<file path="config.mk">
export PLATFORM = sky130hd
export DESIGN_NAME = pll_lock_monitor
export DESIGN_NICKNAME = d
export VERILOG_FILES = /design/src/rtl/pll_lock_pkg.sv /design/src/rtl/pll_err_meter.sv /design/src/rtl/pll_run_judge.sv /design/src/rtl/pll_lock_monitor.sv
export SDC_FILE = /design/constraint.sdc
export NUM_CORES = 1
export LEC_CHECK = 0
export BUFFER_PORTS_ARGS = -buffer_cell sky130_fd_sc_hd__buf_2
export CORE_UTILIZATION = 46
export CTS_BUF_LIST = sky130_fd_sc_hd__clkbuf_4 sky130_fd_sc_hd__clkbuf_8 sky130_fd_sc_hd__clkbuf_16
export CTS_CLUSTER_DIAMETER = 120
export DETAILED_ROUTE_END_ITERATION = 6
export GPL_TIMING_DRIVEN = 0
export PLACE_DENSITY = 0.7
export REMOVE_ABC_BUFFERS = 1
export SKIP_LAST_GASP = 1
export SYNTH_ARGS = -nofsm -noshare
export SYNTH_HDL_FRONTEND = slang
export SYNTH_SLANG_ARGS = --single-unit
</file>
<file path="constraint.sdc">
create_clock -name clk -period 2.6 [get_ports clk]
set_input_delay 0.52 -clock clk [delete_from_list [all_inputs] [get_ports clk]]
set_output_delay 0.52 -clock clk [all_outputs]
set_load 0.01 [all_outputs]
</file>
<file path="src/rtl/pll_lock_pkg.sv">
package pll_lock_pkg;
  typedef enum logic {
    SEEK = 1'b0,
    HELD = 1'b1
  } lock_state_e;
endpackage

</file>
<file path="src/rtl/pll_err_meter.sv">
module pll_err_meter #(
  parameter int CAP   = 26,
  parameter int ERR_W = 5
) (
  input  logic             clk,
  input  logic             rst,
  input  logic             pump_up,
  input  logic             pump_dn,
  input  logic             cycle_end,
  output logic [ERR_W-1:0] meas_err
);
  localparam logic [ERR_W-1:0] CAP_V = ERR_W'(CAP);

  logic [ERR_W-1:0] acc_q;
  logic             active;

  assign active = pump_up | pump_dn;

  // Running total including the current tick, held at CAP so it never wraps
  always_comb begin
    if (acc_q >= CAP_V)  meas_err = CAP_V;
    else if (active)     meas_err = acc_q + ERR_W'(1);
    else                 meas_err = acc_q;
  end

  always_ff @(posedge clk) begin
    if (rst)            acc_q <= '0;
    else if (cycle_end) acc_q <= '0;
    else                acc_q <= meas_err;
  end
endmodule

</file>
<file path="src/rtl/pll_run_judge.sv">
module pll_run_judge
  import pll_lock_pkg::*;
#(
  parameter int LOCK_LIM   = 15,
  parameter int UNLOCK_LIM = 25,
  parameter int RUN_SHORT  = 3,
  parameter int RUN_LONG   = 5,
  parameter int ERR_W      = 5,
  parameter int CNT_W      = 3
) (
  input  logic             clk,
  input  logic             rst,
  input  logic             strobe,
  input  logic             run_sel,
  input  logic [ERR_W-1:0] meas_err,
  output logic             locked,
  output logic [CNT_W-1:0] good_cnt
);
  localparam logic [ERR_W-1:0] LOCK_T   = ERR_W'(LOCK_LIM);
  localparam logic [ERR_W-1:0] UNLOCK_T = ERR_W'(UNLOCK_LIM);
  localparam logic [CNT_W-1:0] SHORT_N  = CNT_W'(RUN_SHORT);
  localparam logic [CNT_W-1:0] LONG_N   = CNT_W'(RUN_LONG);

  lock_state_e      state_q;
  logic [CNT_W-1:0] need;
  logic [CNT_W-1:0] next_cnt;
  logic             is_good;
  logic             is_bad;

  assign need     = run_sel ? LONG_N : SHORT_N;
  assign is_good  = meas_err < LOCK_T;
  assign is_bad   = meas_err > UNLOCK_T;
  assign next_cnt = (good_cnt >= need) ? need : good_cnt + CNT_W'(1);
  assign locked   = (state_q == HELD);

  always_ff @(posedge clk) begin
    if (rst) begin
      state_q  <= SEEK;
      good_cnt <= '0;
    end else if (strobe) begin
      if (state_q == HELD) begin
        if (is_bad) begin
          state_q  <= SEEK;
          good_cnt <= '0;
        end
      end else if (is_good) begin
        good_cnt <= next_cnt;
        if (next_cnt >= need) state_q <= HELD;
      end else begin
        good_cnt <= '0;
      end
    end
  end
endmodule

</file>
<file path="src/rtl/pll_lock_monitor.sv">
module pll_lock_monitor #(
  parameter int LOCK_LIM   = 15,
  parameter int UNLOCK_LIM = 25,
  parameter int RUN_SHORT  = 3,
  parameter int RUN_LONG   = 5
) (
  input  logic clk,
  input  logic rst,
  input  logic pump_up,
  input  logic pump_dn,
  input  logic run_sel,
  input  logic cycle_end,
  output logic locked
);
  localparam int ERR_CAP = UNLOCK_LIM + 1;
  localparam int ERR_W   = $clog2(ERR_CAP + 1);
  localparam int CNT_W   = $clog2(RUN_LONG + 1);

  logic [ERR_W-1:0] meas_err;
  logic [CNT_W-1:0] good_cnt;

  pll_err_meter #(
    .CAP  (ERR_CAP),
    .ERR_W(ERR_W)
  ) u_meter (
    .clk      (clk),
    .rst      (rst),
    .pump_up  (pump_up),
    .pump_dn  (pump_dn),
    .cycle_end(cycle_end),
    .meas_err (meas_err)
  );

  pll_run_judge #(
    .LOCK_LIM  (LOCK_LIM),
    .UNLOCK_LIM(UNLOCK_LIM),
    .RUN_SHORT (RUN_SHORT),
    .RUN_LONG  (RUN_LONG),
    .ERR_W     (ERR_W),
    .CNT_W     (CNT_W)
  ) u_judge (
    .clk     (clk),
    .rst     (rst),
    .strobe  (cycle_end),
    .run_sel (run_sel),
    .meas_err(meas_err),
    .locked  (locked),
    .good_cnt(good_cnt)
  );
endmodule

</file>
After elaboration in Yosys (flattened, before gate mapping)
Index checks and enable logic that the tools add are counted.
- word-level logic and storage cells: 25
- input bits: 6
- bits in registers: 9
- output and inout port bits: 1
- mux-type cells: 11
- $lt $le $gt $ge: 5
- add/subtract/negate cells: 2
- bitwise gates (word level): 1
- equal/unequal tests: 1
- reductions and logical operators: 2
- operators with widths (cell ; number):
    $mux 3 ; 5
    $mux 5 ; 2
    $ge 3x3->1 ; 2
    $add 5x1->5 const B ; 1
    $ge 5x5->1 const B ; 1
    $gt 5x5->1 const B ; 1
    $lt 5x4->1 const B ; 1
    $mux 1 ; 4
    $add 3x1->3 const B ; 1
    $ne 2x2->1 const B ; 1
    $reduce_and 2->1 ; 1
    $reduce_or 2->1 ; 1
    $or 1x1->1 ; 1

Longest topological paths before layout
Gate-level depths: netlist (run 1).
- word-level depth: 7
- mapped depth: 9
- mapped depth without buffers: 9

Hierarchy
Synthesis (run 1) repeated with hierarchy kept, for this count alone.
- cells, all modules: 72
- area total of the unflattened synthesis: 645.6 um2
- modules (own cells, without submodules) (module ; seq. area each (um2) ; cells each ; area each (um2) ; instances):
    pll_run_judge ; 80.1 ; 43 ; 364.1 ; 1
    pll_err_meter ; 100.1 ; 29 ; 281.5 ; 1

Worst setup path before layout (run 1)
OpenSTA, ideal clock, no wires.
- path kind: input-to-reg
- from: input run_sel
- to: register u_judge.state_q, in the netlist u_judge.locked
- setup slack: 0.228 ns
- cell stages on the path: 9
- data required time: 2.521 ns
- arrival: 2.293 ns
- library setup time: 0.079 ns
- path buffers: 0
- cells stage by stage: ha_1 > a21o_1 > a21oi_1 > mux2_2 > ha_1 > o21ai_0 > a21oi_1 > o211ai_2 > a211oi_2
- cells in the longest elaborated chain, start to end: 7
- ends and longest elaborated chain (item ; RTL line ; source):
    from (decl) ; pll_lock_monitor.sv:11 ; input logic run_sel,
    $mux 3 * ; pll_run_judge.sv:30 ; assign need = run_sel ? LONG_N : SHORT_N;
    $ge 3x3->1 ; pll_run_judge.sv:33 ; assign next_cnt = (good_cnt >= need) ? need : good_cnt + CNT_W'(1);
    $mux 3 ; pll_run_judge.sv:33 ;
    $ge 3x3->1 * ; pll_run_judge.sv:48 ; if (next_cnt >= need) state_q <= HELD;
    $mux 1 * ; pll_run_judge.sv:48 ;
    $mux 1 * ; pll_run_judge.sv:46 ; end else if (is_good) begin
    $mux 1 * ; pll_run_judge.sv:41 ; if (state_q == HELD) begin
    to (signal assigned) ; pll_run_judge.sv:38 ; state_q <= SEEK;
    to (signal assigned) ; pll_run_judge.sv:43 ; state_q <= SEEK;
    to (signal assigned) ; pll_run_judge.sv:48 ;
    to (decl) ; pll_run_judge.sv:24 ; lock_state_e state_q;
Every way passes the cells marked *; elsewhere a longest branch is shown, timed or not.
A chain may end at the register's enable or synchronous reset.

Final worst setup path (run 1)
Same ends and word-level chain as after synthesis.

==> results.toml, run 1 <==
[timing]
tns_ps = 0
hold_viol = 0
fmax_mhz = 422
slew_headroom_pct = 73.8
finalClockSkew_ps = 10.9
maxSlewViolCount = 0
period_share_pct = 91.2
grt_setup_unrepaired = "false"
timing.final.crit_period_ps = 2370
fin_ws_ps = 230
setup_violations = 0
worst_pin_slew_ps = 393

[power]
power_density_mw_per_mm2 = 461
irDropWorstVdd_mv = 0.245
power.leakage_nw = 0.336
p_total_mw = 0.351

[detailed_routing]
drt_wl_total_mm = 1.38
drtIter0Drc = 6
drtPass1Iterations = 4
antenna_left = 0
drt-vias-per-instance = 5.88
vias = 588
routedWlPerCell_um = 13.8
drc = 0

[cts]
cts_setup_buffers = 0
clock_tree.root_cell = "clkbuf_4"
cts_buffer_depth = 2
cts_max_level = 1
holdBufCountCts = 0
cts_buffers = 3
clkSinkCount = 9
cts_tree = "built"
clkTransAtPathRegs_ps = 70
worstSkewPairLatency_ps = 260
cts_resized = 0

[critical_path]
crit_path_end_kind = "flop"
cp.required_ps = 2790
worstSetupPathType = "in2reg"
cp.arrival_ps = 2560
start_kind = "input port"
worstPathMaxFanout = 3

[global_route]
gr-usage-all-layers_pct = 20.0
antenna_found_initial = 0
grt_pass1_vias = 542
grt_first_pass_wirelength_mm = 2.15
grt_overflow = 0
grt_max_degree = 8

[synth]
yosysTopAreaCellShare_pct = 26.4
async_flop_share_pct = 0
synth_seq_cells = 9
synth.area.mux_share_pct = 6.04
synth_edf_count = 0
synth_cell_types = 33
synth_area_leaders = "dfxtp_1 (26%), ha_1 (13%), mux2i_1 (4.4%), nor2_1 (4.4%), o31ai_4 (3.1%)"
synth_top_family_by_area = "compound AO/OA/AOI/OAI gates"
synth-simple-area-share_pct = 18.5
synth_ff_type = "dfxtp_1"
synthAdderAreaFrac_pct = 12.8
yosys_warnings = 0
synth_compound_area_share_pct = 28.4
synth.avg_cell_area_sq_um = 9.11
yosysSeqAreaShare_pct = 26.4
synth-xor-area-share_pct = 5.13
postSynthCellCount = 75
synthesis.area_sq_um = 683
synth_largest_area_cell = "dfxtp_1"

[layout]
syn_to_final_growth_pct = 11.5
layout-drive-gt1-share_pct = 22.4
multi_input_area_sq_um = 484
post-route-util_pct = 57.1
seqCellArea_sq_um = 180
final_nets = 99
diodes = 0
final_area_sq_um = 762
n_fill_cell = 132

[die]
coreArea_sq_mm = 0.00133
dieHeight_um = 40.5
die_area_sq_mm = 0.00164
die_w_um = 40.5
io_pins = 7
rows = 13
initial_core_util_pct = 51.2

[status]
status = "finished, final reports clean"

[place]
post-place-ws_ps = -56.1
dp_hpwl_mm = 1.09
place.gp.congestion = 0.674
port_buffers = 6
placed_area_sq_um = 732

[run]
maxCapViolations = 0

[min_path]
hold_class = "in2reg"
-- metal layers --
layer / track usage, % / wire (um)
met1: 23.8 / 681
met2: 32.9 / 629
met3: 6.67 / 54
met4: 7.50 / 10
met5: 0 / 0
-- layout by cell type, fill, tap and decap left out, types with 2 or more instances in the layout --
cell,count
a21oi_1,2
and2_1,3
buf_2,6
clkbuf_4,4
dfxtp_1,9
ha_1,7
inv_1,5
mux2i_1,3
nand2_1,3
nand3_1,3
nor2_1,8
o2111ai_1,2
o211ai_1,2
o21ai_0,4
o41ai_1,2
xnor2_1,2
xor2_1,2
-- synth_stat cells, types with 3 or more instances --
library cell and number:
and2_1 3, dfxtp_1 9, ha_1 7, inv_1 5
mux2i_1 3, nand2_1 3, nand3_1 3, nor2_1 8
o21ai_0 4
-- state kept, by name, indices dropped and copies added, names as in the netlist --
signal            flops
u_judge.good_cnt      3
u_judge.locked        1
u_meter.acc_q         5
-- critical path, cell delays in order --
cell,delay [ps]
buf_2,120
ha_1,290
a21o_1,170
a21oi_1,230
mux2_2,390
ha_1,270
o21ai_0,60
a21oi_1,180
o211ai_2,110
a211oi_2,220
-- cells by family after synthesis --
logic type / after synthesis
buffers and inverters: 5
adder cells (fa/ha/maj): 7
AND/OR/NAND/NOR: 24
flip-flops: 9
AO/OA/AOI/OAI: 22
multiplexers: 4
XOR/XNOR: 4
-- metrics by stage --
step                hold WS [ps]  instances
floorplan                    455         75
global placement             475         96
detailed placement           496         96
CTS                          438        100
global route                 446        100
finish                       447        100
-- cell type report --
| class | count | area share, % |
|---|---|---|
| inverter | 5 | 2.46 |
| clock buffer | 4 | 3.94 |
| timing repair buffer | 6 | 3.94 |
| tap | 15 | 2.46 |
| sequential | 9 | 23.6 |
| multi-input combinational | 61 | 63.5 |
-- report_power, final --
| group | switching (mW) | total (mW) | internal (mW) | leakage, nW |
|---|---|---|---|---|
| clock network | 0.0489 | 0.118 | 0.0695 | 0.0184 |
| registers | 0.00885 | 0.153 | 0.144 | 0.0733 |
| logic | 0.0449 | 0.0797 | 0.0348 | 0.245 |
-- final timing paths --
kind | start | end | slack (ps) | cells past startpoint
max reg2reg | u_judge.good_cnt[1] | u_judge.locked | 280 | 9
min | rst | u_judge.locked | 450 | 2
min reg2reg | u_judge.good_cnt[1] | u_judge.good_cnt[1] | 500 | 2
max | run_sel | u_judge.locked | 230 | 10
Power figures use the tool's default switching activity.
==> run 2, diff against run 1 <==
--- a/config.mk
+++ b/config.mk
@@ -5,13 +5,15 @@
 export SDC_FILE = /design/constraint.sdc
 export NUM_CORES = 1
 export LEC_CHECK = 0
-export BUFFER_PORTS_ARGS = -buffer_cell sky130_fd_sc_hd__buf_2
+export ABC_AREA = 1
+export ABC_CLOCK_PERIOD_IN_PS = 2600
 export CORE_UTILIZATION = 46
 export CTS_BUF_LIST = sky130_fd_sc_hd__clkbuf_4 sky130_fd_sc_hd__clkbuf_8 sky130_fd_sc_hd__clkbuf_16
 export CTS_CLUSTER_DIAMETER = 120
 export DETAILED_ROUTE_END_ITERATION = 6
+export DONT_BUFFER_PORTS = 1
 export GPL_TIMING_DRIVEN = 0
-export PLACE_DENSITY = 0.7
+export PLACE_DENSITY = 0.66
 export REMOVE_ABC_BUFFERS = 1
 export SKIP_LAST_GASP = 1
 export SYNTH_ARGS = -nofsm -noshare
==> run 2 against run 1 <==
- combinational power up 34%
- first-iteration DRC count up 50%
- via count up 4.9%
- cell area down 1.1%
- setup slack better by 250 ps
==> results.toml, run 2 <==
[critical_path]
worstPathMaxFanout = 4
start_kind = "flop"
cp.required_ps = 2750
crit_path_end_kind = "flop"
worstSetupPathType = "reg2reg"
rr_startpoint = "u_judge.good_cnt[2]"
crit-reg2reg-capture = "u_judge.locked"
regToRegSetupSlack_ps = 480
r2r_cells = 12
cp.arrival_ps = 2270

[global_route]
gr-usage-all-layers_pct = 17.1
grt_util_met2_pct = 23.4
gr-usage-met1_pct = 24.0
grt_overflow = 0
grt_max_degree = 8
antenna_found_initial = 0
grt_use_met3_pct = 2.17
grt_first_pass_wirelength_mm = 1.81
grt-busiest-layer = "met1"
grt_pass1_vias = 488

[min_path]
hold_class = "in2reg"
whs_path_depth = 3
hp-start = "rst"
holdPathEnd = "u_meter.acc_q[3]"

[cts]
holdBufCountCts = 0
worstSkewPairLatency_ps = 260
cts_buffer_depth = 2
cts_setup_buffers = 0
cts_tree = "built"
cts_max_level = 1
clock_tree.root_cell = "clkbuf_4"
cts_resized = 0
cts_buffers = 3
clkTransAtPathRegs_ps = 60
clkSinkCount = 9

[timing]
timing.final.crit_period_ps = 2120
hold_viol = 0
maxSlewViolCount = 0
worst_pin_slew_ps = 296
tns_ps = 0
grt_setup_unrepaired = "false"
fmax_mhz = 472
fin_ws_ps = 483
setup_violations = 0
period_share_pct = 81.4
slew_headroom_pct = 80.3
finalClockSkew_ps = 2.33

[synth]
postSynthCellCount = 109
yosys_warnings = 0
synth_area_leaders = "dfxtp_1 (26%), ha_1 (12%), nand2_1 (12%), nor2_1 (9.1%), inv_1 (8.5%)"
synth.avg_cell_area_sq_um = 6.46
synth_largest_area_cell = "dfxtp_1"
synthTopCellsByCount = "nand2_1 (22), nor2_1 (17), inv_1 (16), dfxtp_1 (9), nand3_1 (8)"
async_flop_share_pct = 0
yosysTopAreaCellShare_pct = 25.6
synth_edf_count = 0
yosysSeqAreaShare_pct = 25.6
synthesis.area_sq_um = 704
synth_seq_cells = 9
synth_ff_type = "dfxtp_1"
synth_cell_types = 21
synth.most_common_cell = "nand2_1"

[layout]
post-route-util_pct = 55.1
multi_input_area_sq_um = 449
final_nets = 127
n_fill_cell = 147
syn_to_final_growth_pct = 6.93
largest_reg_flops = 5
top_register = "u_meter.acc_q"
seqCellArea_sq_um = 180
diodes = 0
layout_commonest_cell = "nand2_1"
final_cell_mix = "nand2_1 (22), nor2_1 (17), inv_1 (16)"
layout-drive-gt1-share_pct = 20.4

[status]
status = "finished, final reports clean"

[detailed_routing]
drtPass1Iterations = 4
vias = 617
drt_wl_total_mm = 1.23
drt-vias-per-instance = 4.82
drtIter0Drc = 9
drc = 0
antenna_left = 0
routedWlPerCell_um = 9.57

[die]
die_area_sq_mm = 0.00169
initial_core_util_pct = 51.6
io_pins = 7
die_w_um = 41.1
dieHeight_um = 41.1
coreArea_sq_mm = 0.00137
rows = 13

[power]
power.leakage_nw = 0.410
irDropWorstVdd_mv = 0.288
power_density_mw_per_mm2 = 508

[place]
post-place-ws_ps = 267
place.gp.congestion = 0.792
port_buffers = 0
dp_hpwl_mm = 1.01

[run]
maxCapViolations = 0
==> run 2: changes by cell type in the layout (fill, tap and decap cells not counted), sizes merged, moves of 3 or more <==
cell	change
mux2i	-3
nand2	+25
and2	-3
nand3	+7
nor2	+16
o21ai	-3
inv	+14
buf	-6
o211ai	-3
==> run 2: stage by stage <==
step / total power [mW] / instance area [sq um] / std cells / hold slack [ps]
after floorplan: 0.250 / 704 / 109 / 463
after global placement: 0.266 / 723 / 124 / 481
after detailed placement: 0.268 / 723 / 124 / 487
after CTS: 0.389 / 753 / 128 / 417
after global routing: 0.412 / 753 / 128 / 420
final: 0.383 / 753 / 128 / 421
==> run 2: final cells by class <==
class | instances | area share (%)
Multi-Input combinational cell | 80 | 59.6
Sequential cell | 9 | 23.9
Inverter | 20 | 9.97
Clock buffer | 4 | 3.99
Tap cell | 15 | 2.49
==> run 2: kinds of logic (layout without fill, tap and decap cells) <==
logic type / after synthesis / count (layout) / synth area share [%]
simple gates: 65 / 65 / 44.1
buf+inv: 20 / 24 / 10.7
flops: 9 / 9 / 25.6
fa+ha+maj: 7 / 7 / 12.4
compound gates: 7 / 7 / 6.04
xor+xnor: 1 / 1 / 1.24
==> run 2: metal layers <==
| metal | part of all wire, % | wire length [um] | up-vias |
|---|---|---|---|
| li1 | - | - | 346 |
| met1 | 55 | 672 | 250 |
| met2 | 38 | 470 | 17 |
| met3 | 4.8 | 59 | 4 |
| met4 | 1.9 | 23 | 0 |
| met5 | 0 | 0 | - |
==> run 2: worst max-delay path, stage by stage, from the launching register on <==
cell     delay [ps]
dfxtp_1         380
ha_1            260
a21oi_1         290
nand2_1          90
nand2_1          90
and2_1          140
inv_1            50
ha_1            170
a21o_1          170
a31oi_1         160
nor2_1           70
nor2_1          110
nor2_1           50
==> run 2: how the worst max path moves through the flow <==
stage / startpoint / endpoint / slack (ps) / depth (start not counted)
floorplan: run_sel / u_judge.locked / 460 / 12
global placement: run_sel / u_judge.locked / 270 / 12
detailed placement: run_sel / u_judge.locked / 270 / 13
CTS: u_judge.good_cnt[2] / u_judge.locked / 510 / 12
global route: u_judge.good_cnt[2] / u_judge.locked / 310 / 12
finish: u_judge.good_cnt[2] / u_judge.locked / 480 / 12
==> run 2: power breakdown <==
group / internal (mW) / leakage (nW) / switching [mW]
clock: 0.0695 / 0.0184 / 0.0483
combinational: 0.0451 / 0.318 / 0.0617
sequential: 0.147 / 0.0737 / 0.0107
total: 0.262 / 0.410 / 0.121
==> run 3, diff against run 2 <==
--- a/config.mk
+++ b/config.mk
@@ -5,15 +5,15 @@
 export SDC_FILE = /design/constraint.sdc
 export NUM_CORES = 1
 export LEC_CHECK = 0
-export ABC_AREA = 1
-export ABC_CLOCK_PERIOD_IN_PS = 2600
+export ABC_AREA = 0
+export ABC_CLOCK_PERIOD_IN_PS = 1800
 export CORE_UTILIZATION = 46
 export CTS_BUF_LIST = sky130_fd_sc_hd__clkbuf_4 sky130_fd_sc_hd__clkbuf_8 sky130_fd_sc_hd__clkbuf_16
 export CTS_CLUSTER_DIAMETER = 120
 export DETAILED_ROUTE_END_ITERATION = 6
 export DONT_BUFFER_PORTS = 1
 export GPL_TIMING_DRIVEN = 0
-export PLACE_DENSITY = 0.66
+export PLACE_DENSITY = 0.68
 export REMOVE_ABC_BUFFERS = 1
 export SKIP_LAST_GASP = 1
 export SYNTH_ARGS = -nofsm -noshare
==> constraint.sdc (replaced) <==
create_clock -name clk -period 1.8 [get_ports clk]
set_input_delay 0.36 -clock clk [delete_from_list [all_inputs] [get_ports clk]]
set_output_delay 0.36 -clock clk [all_outputs]
set_load 0.01 [all_outputs]
==> run 3 against run 2 <==
- highest routed layer is now met3
- sequential power up 42%
- the flow now finishes with violations (negative setup slack)
- final cell count decreased by 22%
- setup slack worse by 790 ps
- via count decreased by 4.4%
- global-route usage increased by 3.0 points
- critical endpoint unchanged
- clock power grew 47%
- critical path type unchanged
==> results.toml, run 3 (synthesis gave the netlist of run 1 again) <==
[timing]
tns_ps = -331
fmax_mhz = 475
hold_slack_ps = 154
grt_setup_unrepaired = "true"
setup_violations = 2
slew_headroom_pct = 73.1
period_share_pct = 117
finalClockSkew_ps = 1.60
fin_ws_ps = -303
worst_pin_slew_ps = 400
hold_viol = 0
timing.final.crit_period_ps = 2100
maxSlewViolCount = 0

[status]
violations = "negative setup slack"
status = "finished, violations left"

[min_path]
hold_class = "in2reg"
hp-start = "rst"

[critical_path]
regToRegSetupSlack_ps = -300
critPathMaxStageDelay_ps = 340
cp_top_family = "compound AO/OA/AOI/OAI gates"
critPathLaunch = "u_judge.good_cnt[1]"
cp_slowest_cell = "dfxtp_2"
cp.required_ps = 1950
worstSetupPathType = "reg2reg"
start_kind = "flop"
rr_startpoint = "u_judge.good_cnt[1]"
cp.arrival_ps = 2250
crit_path_end_kind = "flop"
worstPathMaxFanout = 2
crit_buf_inv = 0
crit_chain = "ha_4 -> a21o_1 -> a21oi_2 -> mux2_4 -> ha_4 -> nor3b_4 -> a21oi_2 -> o211ai_2 -> a211oi_2"

[detailed_routing]
drtPass1Iterations = 4
routedWlPerCell_um = 14.2
drc = 0
vias = 590
drt-vias-per-instance = 5.90
antenna_left = 0
drt_wl_total_mm = 1.42
drtIter0Drc = 9

[cts]
clkTransAtPathRegs_ps = 60
clock_tree.root_cell = "clkbuf_4"
cts_max_level = 1
holdBufCountCts = 0
cts_buffer_depth = 2
clkSinkCount = 9
worstSkewPairLatency_ps = 260
cts_tree = "built"
cts_buffers = 3

[layout]
final_nets = 99
layoutNonFillerInstCount = 100
largest_reg_flops = 5
final_cell_mix = "nor2_1 (8), buf_4 (6), dfxtp_1 (6)"
layout-drive-gt1-share_pct = 36.5
diodes = 0
top_register = "u_meter.acc_q"
layout_commonest_cell = "nor2_1"
syn_to_final_growth_pct = 25.5

[die]
die_w_um = 40.5
rows = 13
io_pins = 7
coreArea_sq_mm = 0.00133
die_area_sq_mm = 0.00164
dieHeight_um = 40.5
initial_core_util_pct = 51.2

[global_route]
grt_first_pass_wirelength_mm = 2.15
grt_max_degree = 8
antenna_found_initial = 0
grt_overflow = 0
grt_pass1_vias = 532
gr-usage-all-layers_pct = 20.0

[power]
p_int_mw = 0.388
power.leakage_nw = 0.346
switching_share_pct = 29.1
power_density_mw_per_mm2 = 639
power.switching_mw = 0.160
seqPwrFrac_pct = 40.8
p_clk_share_pct = 31.8
irDropWorstVdd_mv = 0.409
combPwrFrac_pct = 27.4

[place]
placed_cells = 90
post-place-ws_ps = -570
dp_hpwl_mm = 1.03
place.gp.congestion = 0.680
port_buffers = 0

[run]
maxCapViolations = 0
## run 3: cell type report
cell class | instances | area (sq um)
Clock buffer | 4 | 30.0
Sequential cell | 9 | 184
Fill cell | 113 | 477
Inverter | 5 | 18.8
Multi-Input combinational cell | 61 | 561
Tap cell | 15 | 18.8
Timing Repair Buffer | 6 | 45.0
## run 3: power groups by stage
stage | combinational, mW | sequential (mW) | clock, mW
after floorplan | 0.0850 | 0.223 | 0
after global placement | 0.0975 | 0.227 | 0
after detailed placement | 0.100 | 0.227 | 0
after CTS | 0.139 | 0.223 | 0.177
after global routing | 0.165 | 0.226 | 0.188
final | 0.150 | 0.224 | 0.174
## run 3: worst paths after layout
check,endpoint,depth (start not counted)
worst max-delay path,u_judge.locked,9
worst min-delay path,u_judge.locked,1
worst max register to register,u_judge.locked,9
worst min register to register,u_judge.good_cnt[2],2
## run 3: metrics by stage
step / power [mW] / utilization (%) / cell area, sq um
2_1_floorplan: 0.308 / - / 683
6_report: 0.548 / 64.3 / 857
3_5_place_dp: 0.327 / 52.6 / 702
5_1_grt: 0.579 / 64.3 / 857
3_3_place_gp: 0.324 / 52.6 / 702
4_1_cts: 0.539 / 63.2 / 843
## run 3: repair_timing
item | CTS | global route
endpoints found under the setup margin | 4 | 4
gates resized for setup | 15 | 3
pin swaps | 7 | 4
cloned | 0 | 0
buffers inserted | 5 | 1
## run 3: metal layers
layer | part of all wire (%) | wire [um] | vias to the layer above | GRT usage, %
met2 | 48 | 689 | 14 | 37.3
li1 | - | - | 305 | -
met5 | 0 | 0 | - | 0
met4 | 0 | 0 | 0 | 0
met3 | 4.6 | 66 | 0 | 10.0
met1 | 47 | 667 | 271 | 21.2
